## src/rtl/tdm_pkg.sv

```systemverilog
`timescale 1ns/1ps
package tdm_pkg;
    typedef enum logic [1:0] {
        ST_IDLE  = 2'd0,
        ST_SHIFT = 2'd1,
        ST_DONE  = 2'd2
    } tdm_state_e;
endpackage

```

## src/rtl/tdm_slot_ctrl.sv

```systemverilog
`timescale 1ns/1ps
module tdm_slot_ctrl
    import tdm_pkg::*;
#(
    parameter int SLOT_W = 7,
    parameter int BIT_W  = 4
) (
    input  logic              clk,
    input  logic              rst_n,
    input  logic              mc_en,
    input  logic              fsync,
    input  logic [SLOT_W-1:0] cfg_nslots,
    input  logic [BIT_W-1:0]  cfg_wlen,
    output tdm_state_e        state,
    output logic [SLOT_W-1:0] slot,
    output logic [BIT_W-1:0]  bitc,
    output logic              load,
    output logic              word_end,
    output logic [SLOT_W-1:0] next_slot
);
    tdm_state_e st_nxt;
    logic       fs_go;
    logic       last;

    // state register
    always_ff @(posedge clk) begin
        if (!rst_n) state <= ST_IDLE;
        else        state <= st_nxt;
    end

    // outputs derived from the current state and counters
    always_comb begin
        fs_go     = mc_en & fsync;
        last      = (slot == cfg_nslots);
        word_end  = (state == ST_SHIFT) && (bitc == cfg_wlen);
        load      = fs_go | (mc_en & word_end & ~last);
        next_slot = last ? '0 : slot + 1'b1;
    end

    // transitions: START, NEXT, END, RESYNC, OFF
    always_comb begin
        st_nxt = state;
        unique case (state)
            ST_IDLE:  if (fs_go) st_nxt = ST_SHIFT;
            ST_SHIFT: begin
                if (fs_go)                 st_nxt = ST_SHIFT;
                else if (word_end && last) st_nxt = ST_DONE;
            end
            ST_DONE:  if (fs_go) st_nxt = ST_SHIFT;
            default:  st_nxt = ST_IDLE;
        endcase
        if (!mc_en) st_nxt = ST_IDLE;
    end

    // slot and bit counters
    always_ff @(posedge clk) begin
        if (!rst_n) begin
            slot <= '0;
            bitc <= '0;
        end else if (fs_go) begin
            slot <= '0;
            bitc <= '0;
        end else if (state == ST_SHIFT) begin
            if (word_end) begin
                if (!last) slot <= slot + 1'b1;
                bitc <= '0;
            end else begin
                bitc <= bitc + 1'b1;
            end
        end
    end
endmodule

```

## src/rtl/tdm_tx_path.sv

```systemverilog
`timescale 1ns/1ps
module tdm_tx_path #(
    parameter int WORD_W = 16,
    parameter int BIT_W  = 4
) (
    input  logic              clk,
    input  logic              rst_n,
    input  logic              tx_wr,
    input  logic [WORD_W-1:0] tx_wdata,
    input  logic              load,
    input  logic              shift_en,
    input  logic              slot_en,
    input  logic [BIT_W-1:0]  cfg_wlen,
    output logic              dt,
    output logic              dt_oe
);
    localparam logic [BIT_W-1:0] TOP_BIT = BIT_W'(WORD_W - 1);

    logic [WORD_W-1:0] hold_q;
    logic [WORD_W-1:0] sr_q;
    logic [BIT_W-1:0]  shamt;

    assign shamt = TOP_BIT - cfg_wlen;

    always_ff @(posedge clk) begin
        if (!rst_n) begin
            hold_q <= '0;
            sr_q   <= '0;
        end else begin
            if (tx_wr) hold_q <= tx_wdata;
            if (load)          sr_q <= hold_q << shamt;
            else if (shift_en) sr_q <= sr_q << 1;
        end
    end

    always_comb begin
        dt_oe = shift_en & slot_en;
        dt    = dt_oe & sr_q[WORD_W-1];
    end
endmodule

```

## src/rtl/tdm_rx_path.sv

```systemverilog
`timescale 1ns/1ps
module tdm_rx_path #(
    parameter int WORD_W = 16,
    parameter int BIT_W  = 4,
    parameter int SLOT_W = 7
) (
    input  logic              clk,
    input  logic              rst_n,
    input  logic              shift_en,
    input  logic              dr,
    input  logic              capture,
    input  logic [SLOT_W-1:0] slot,
    input  logic [BIT_W-1:0]  cfg_wlen,
    input  logic              rx_rd,
    output logic              rx_valid,
    output logic [WORD_W-1:0] rx_data,
    output logic [SLOT_W-1:0] rx_slot,
    output logic              rx_ovf
);
    logic [WORD_W-1:0] sr_q;
    logic [WORD_W-1:0] keep;
    logic [WORD_W-1:0] cap_word;
    logic              pend_q;

    for (genvar i = 0; i < WORD_W; i++) begin : g_keep
        assign keep[i] = (BIT_W'(i) <= cfg_wlen);
    end

    assign cap_word = {sr_q[WORD_W-2:0], dr} & keep;

    always_ff @(posedge clk) begin
        if (!rst_n) begin
            sr_q     <= '0;
            rx_valid <= 1'b0;
            rx_data  <= '0;
            rx_slot  <= '0;
            rx_ovf   <= 1'b0;
            pend_q   <= 1'b0;
        end else begin
            if (shift_en) sr_q <= {sr_q[WORD_W-2:0], dr};
            rx_valid <= capture;
            if (capture) begin
                rx_data <= cap_word;
                rx_slot <= slot;
                rx_ovf  <= pend_q & ~rx_rd;
                pend_q  <= 1'b1;
            end else begin
                rx_ovf <= 1'b0;
                if (rx_rd) pend_q <= 1'b0;
            end
        end
    end
endmodule

```

## src/rtl/tdm_slot_engine.sv

```systemverilog
`timescale 1ns/1ps
module tdm_slot_engine
    import tdm_pkg::*;
#(
    parameter int MAX_SLOTS = 128,
    parameter int WORD_W    = 16,
    localparam int SLOT_W   = $clog2(MAX_SLOTS),
    localparam int BIT_W    = $clog2(WORD_W)
) (
    input  logic                 clk,
    input  logic                 rst_n,
    input  logic                 mc_en,
    input  logic                 fsync,
    input  logic [SLOT_W-1:0]    cfg_nslots,
    input  logic [BIT_W-1:0]     cfg_wlen,
    input  logic                 cfg_law,
    input  logic [MAX_SLOTS-1:0] tx_mask,
    input  logic [MAX_SLOTS-1:0] rx_mask,
    input  logic                 tx_wr,
    input  logic [WORD_W-1:0]    tx_wdata,
    output logic                 tx_req,
    output logic [SLOT_W-1:0]    tx_req_slot,
    output logic                 dt,
    output logic                 dt_oe,
    input  logic                 dr,
    output logic                 rx_valid,
    output logic [WORD_W-1:0]    rx_data,
    output logic [SLOT_W-1:0]    rx_slot,
    input  logic                 rx_rd,
    output logic                 rx_ovf,
    output logic                 law_out
);
    tdm_state_e        state;
    logic [SLOT_W-1:0] slot;
    logic [SLOT_W-1:0] next_slot;
    logic [BIT_W-1:0]  bitc;
    logic              load;
    logic              word_end;
    logic              shift_en;
    logic              capture;

    tdm_slot_ctrl #(.SLOT_W(SLOT_W), .BIT_W(BIT_W)) u_ctrl (
        .clk(clk), .rst_n(rst_n), .mc_en(mc_en), .fsync(fsync),
        .cfg_nslots(cfg_nslots), .cfg_wlen(cfg_wlen),
        .state(state), .slot(slot), .bitc(bitc), .load(load),
        .word_end(word_end), .next_slot(next_slot)
    );

    assign shift_en = (state == ST_SHIFT);
    assign capture  = mc_en & word_end & rx_mask[slot];

    tdm_tx_path #(.WORD_W(WORD_W), .BIT_W(BIT_W)) u_tx (
        .clk(clk), .rst_n(rst_n), .tx_wr(tx_wr), .tx_wdata(tx_wdata),
        .load(load), .shift_en(shift_en), .slot_en(tx_mask[slot]),
        .cfg_wlen(cfg_wlen), .dt(dt), .dt_oe(dt_oe)
    );

    tdm_rx_path #(.WORD_W(WORD_W), .BIT_W(BIT_W), .SLOT_W(SLOT_W)) u_rx (
        .clk(clk), .rst_n(rst_n), .shift_en(shift_en), .dr(dr),
        .capture(capture), .slot(slot), .cfg_wlen(cfg_wlen), .rx_rd(rx_rd),
        .rx_valid(rx_valid), .rx_data(rx_data), .rx_slot(rx_slot),
        .rx_ovf(rx_ovf)
    );

    // request for the following slot, raised in the first bit of a slot
    always_comb begin
        tx_req      = shift_en && (bitc == '0) && tx_mask[next_slot];
        tx_req_slot = next_slot;
    end

    // companding select captured once per frame
    always_ff @(posedge clk) begin
        if (!rst_n)              law_out <= 1'b0;
        else if (mc_en && fsync) law_out <= cfg_law;
    end
endmodule

```

## config.mk

```make
export PLATFORM = sky130hd
export DESIGN_NAME = tdm_slot_engine
export DESIGN_NICKNAME = d
export VERILOG_FILES = /design/src/rtl/tdm_pkg.sv /design/src/rtl/tdm_slot_ctrl.sv /design/src/rtl/tdm_tx_path.sv /design/src/rtl/tdm_rx_path.sv /design/src/rtl/tdm_slot_engine.sv
export SDC_FILE = /design/constraint.sdc
export NUM_CORES = 1
export LEC_CHECK = 0
export ABC_AREA = 0
export ABC_CLOCK_PERIOD_IN_PS = 3100
export BUFFER_PORTS_ARGS = -buffer_cell sky130_fd_sc_hd__buf_2
export CAP_MARGIN = 5
export CORE_MARGIN = 4
export CORE_UTILIZATION = 45
export DETAILED_ROUTE_END_ITERATION = 10
export PLACE_DENSITY_LB_ADDON = 0.2
export RECOVER_POWER = 100
export REMOVE_ABC_BUFFERS = 1
export SLEW_MARGIN = 20
export SYNTH_ARGS = -nofsm -noshare
export SYNTH_HDL_FRONTEND = slang
export SYNTH_SLANG_ARGS = --single-unit
```

## constraint.sdc

```tcl
create_clock -name clk -period 3.1 [get_ports clk]
set_input_delay 0.155 -clock clk [delete_from_list [all_inputs] [get_ports clk]]
set_output_delay 0.155 -clock clk [all_outputs]
set_load 0.03 [all_outputs]
```

==> results by group <==
Floorplanning
  • I/O Pins: 327
  • Die Y: 139.8 um
  • Die Area: 0.01954 mm^2
  • Rows: 47
  • Starting density of the core: 46.47%
  • Core ar.: 0.01682 mm^2
  • Die width: 139.8 um

Hold path
  • Hold crit path type: input port to flip-flop

Pwr
  • Power per standard cell area: 270.8 mW/mm^2
  • P_sw: 0.7730 mW
  • Clock power share: 38.9%
  • Max rail drop VDD: 0.2695 mV
  • Sequential Power Share: 40.4%
  • Leak Pwr: 4.396 nW
  • Combinational power share: 20.7%
  • Tot Pwr: 2.861 mW
  • Design internal power: 2.088 mW
  • Sw Share: 27.02%

CTS
  • Total CTS buffers: 9
  • Worst-path clk slew: 0.06 ns
  • Max clock buf depth: 2
  • Clock Sinks: 87
  • CTS H-tree lvls: 3
  • Clock Tree Root: clkbuf_16
  • Worst skew pair latency: 0.35 ns
  • TritonCTS clock tree: built
  • Hold-fix buffers at CTS: 0

Timing
  • Total Neg Setup Slack: -0.1481 ns
  • Finish-stage setup viols: 2
  • RSZ-0062 raised after global routing: yes
  • Fin crit period: 3.191 ns
  • Final Skew: 0.007647 ns
  • Fin Hold WS: 0.06251 ns
  • Worst Slack Setup Final: -0.09141 ns
  • Final Max Slew Viols: 84
  • Fmax: 313.3 MHz
  • Final period util: 102.9%
  • Rel. slew slack: -16.12%
  • Worst Max-Slew Pin Slew: 1.742 ns
  • Fin. Hold Viols: 0

Synth
  • Prevailing post-synth register cell: dfxtp_1
  • Gate Count Post-Synth: 871
  • Yosys Warn Count: 0
  • Netlist cell types: 62
  • Ys async rst share: 0%
  • Seq cells post-synth: 87
  • Post-synthesis sequential area ratio: 22.28%
  • Number of synthesized flops with an enable pin: 0
  • Mapped cell area: 0.007816 mm^2
  • Syn avg cell area: 8.974 um^2

Setup path
  • CP arrival: 3.04 ns
  • Class of the most critical setup path: flip-flop to primary output
  • Critical path startpoint category: flip-flop
  • Worst-path maximum fanout: 7
  • Setup crit end kind: primary output
  • Required @ worst endpoint: 2.94 ns

Global route
  • Initial antenna violation count: 4
  • Total Routing Usage GR: 29.38%
  • Pin count of the biggest net entering global routing: 57
  • Vias in the first global route: 8382
  • First-pass GRT wire length: 46220 um
  • Gr ovfl total: 0

Cells and area
  • Final net count: 1484
  • Fraction of layout cells with a size suffix above 1: 42.01%
  • Final Core Density: 62.82%
  • Storage cell area: 0.001750 mm^2
  • Area added between synthesis and finish: 35.17%
  • Multi-input gate area: 0.005803 mm^2
  • Filler cells: 1489

Detailed routing
  • Post-DR vias/cell: 6.042
  • Drt drc: 0
  • DRT Pass-1 Iters: 6
  • Vias: 8573
  • DR WL/cell: 21.60 um
  • DRT iter0 DRCs: 845
  • Antenna-violating nets left: 0
  • Total Routed Length: 30650 um

Placed design
  • DP Wirelength: 23320 um
  • Worst slack, placed: 0.07848 ns
  • Port bufs: 326
  • Gpl congestion: 0.9604

Run status
  • Outcome: complete, but fails checks
  • Failing checks: max-capacitance violations, max-slew violations, negative setup slack

Flow run
  • # Max-Cap Violations: 2
flip-flops by register name (all words and copies together), names as in the netlist:
register / count
u_rx.rx_slot: 7
u_tx.sr_q: 16
law_out: 1
u_ctrl.bitc: 4
u_ctrl.slot: 7
u_rx.sr_q: 15
u_tx.hold_q: 16
u_rx.pend_q: 1
u_ctrl.state: 2
u_rx.rx_ovf: 1
u_rx.rx_data: 16
u_rx.rx_valid: 1
timing repair:
item                                    in CTS  in global routing
setup buffers                               10                  4
gates resized for setup                     24                 27
gates cloned                                 5                  3
endpoints found under the hold margin        0                  0
pin swaps                                    6                  8
endpoints found under the setup margin       3                 25
cells in the final DEF (no fill, tap or decap), types with 19 or more instances in the layout:
master      n
buf_4      39
o21ai_0    25
mux2i_1    65
buf_2     296
mux4_2     84
nor3_1     22
dfxtp_1    84
nor2b_1    25
nor2_1     37
clkbuf_1   30
nand2_1   158
a21oi_1    38
nand3_1    19
cells in the mapped netlist, drive strengths merged (7+ instances only):
library cell,count,area [um^2]
and2,9,56.30
nor3,22,110.1
xor2,12,105.1
xnor2,14,122.6
a211oi,7,52.55
a21oi,39,195.2
nand3,21,105.1
nand2,159,596.8
mux2,12,135.1
dfxtp,87,1742
o21ai,31,155.1
mux4,84,1892
buf,34,204.0
o21a,11,82.58
clkbuf,48,180.2
nor2b,26,162.7
a22oi,14,105.1
a311oi,7,61.31
mux2i,65,650.6
inv,13,48.79
a21boi,11,82.58
and3,14,87.58
nor2,39,148.9
o211ai,7,52.55
metrics by stage:
step	cell area (um^2)	cells
final	10570	1419
after global routing	10560	1417
after CTS	10430	1409
after detailed placement	9786	1378
after global placement	9786	1378
after floorplan	7432	789
metal layers:
metal  track usage [%]  routed length, um
met5                 0                 13
met3             5.763               2765
met2             46.92              14070
met1             40.60              12830
met4             8.618                972
cells by family (layout without fill, tap and decap cells):
| logic type | count (synthesis) | after routing | synth area share [%] |
|---|---|---|---|
| flip-flops | 87 | 87 | 22.28 |
| multiplexers | 161 | 161 | 34.26 |
| XOR/XNOR | 26 | 26 | 2.913 |
| buffers and inverters | 95 | 419 | 5.539 |
| AO/OA/AOI/OAI | 182 | 182 | 16.01 |
| adder cells (fa/ha/maj) | 3 | 3 | 0.4803 |
| other | 0 | 4 | 0 |
| AND/OR/NAND/NOR | 317 | 317 | 18.52 |
path summary, 6_finish.rpt:
kind	startpoint	end	slack (ns)	depth (start not counted)
max	u_ctrl.slot[0]	dt	-0.09	9
min reg2reg	u_rx.rx_slot[6]	u_rx.rx_slot[6]	0.44	2
min	tx_wdata[0]	u_tx.hold_q[0]	0.06	3
max reg2reg	u_ctrl.slot[0]	u_rx.rx_data[5]	0.26	11
critical path, cell delays in order (launching register included):
cell and delay (ns):
dfxtp_4 0.42, buf_6 0.13, buf_16 0.13, mux4_2 0.50, mux4_2 0.52, mux4_2 0.53, nand3_2 0.11, nand2_4 0.07
and2_4 0.14, buf_6 0.13
area by class of cell:
class	instances	area share (%)
Clock inverter	7	0.7698
Tap cell	220	2.605
Timing Repair Buffer	390	22.44
Inverter	13	0.4619
Multi-Input combinational cell	689	54.93
Sequential cell	87	16.57
Clock buffer	9	2.132
Antenna cell	4	0.09474
power groups by stage:
stage          combinational [mW]  clock [mW]  sequential, mW
2_1_floorplan               0.252           0            1.18
3_3_place_gp                0.570           0            1.18
3_5_place_dp                0.576           0            1.18
4_1_cts                     0.583        1.13            1.16
5_1_grt                     0.641        1.19            1.16
6_report                    0.591        1.11            1.16
(Power assumes the default switching activity.)
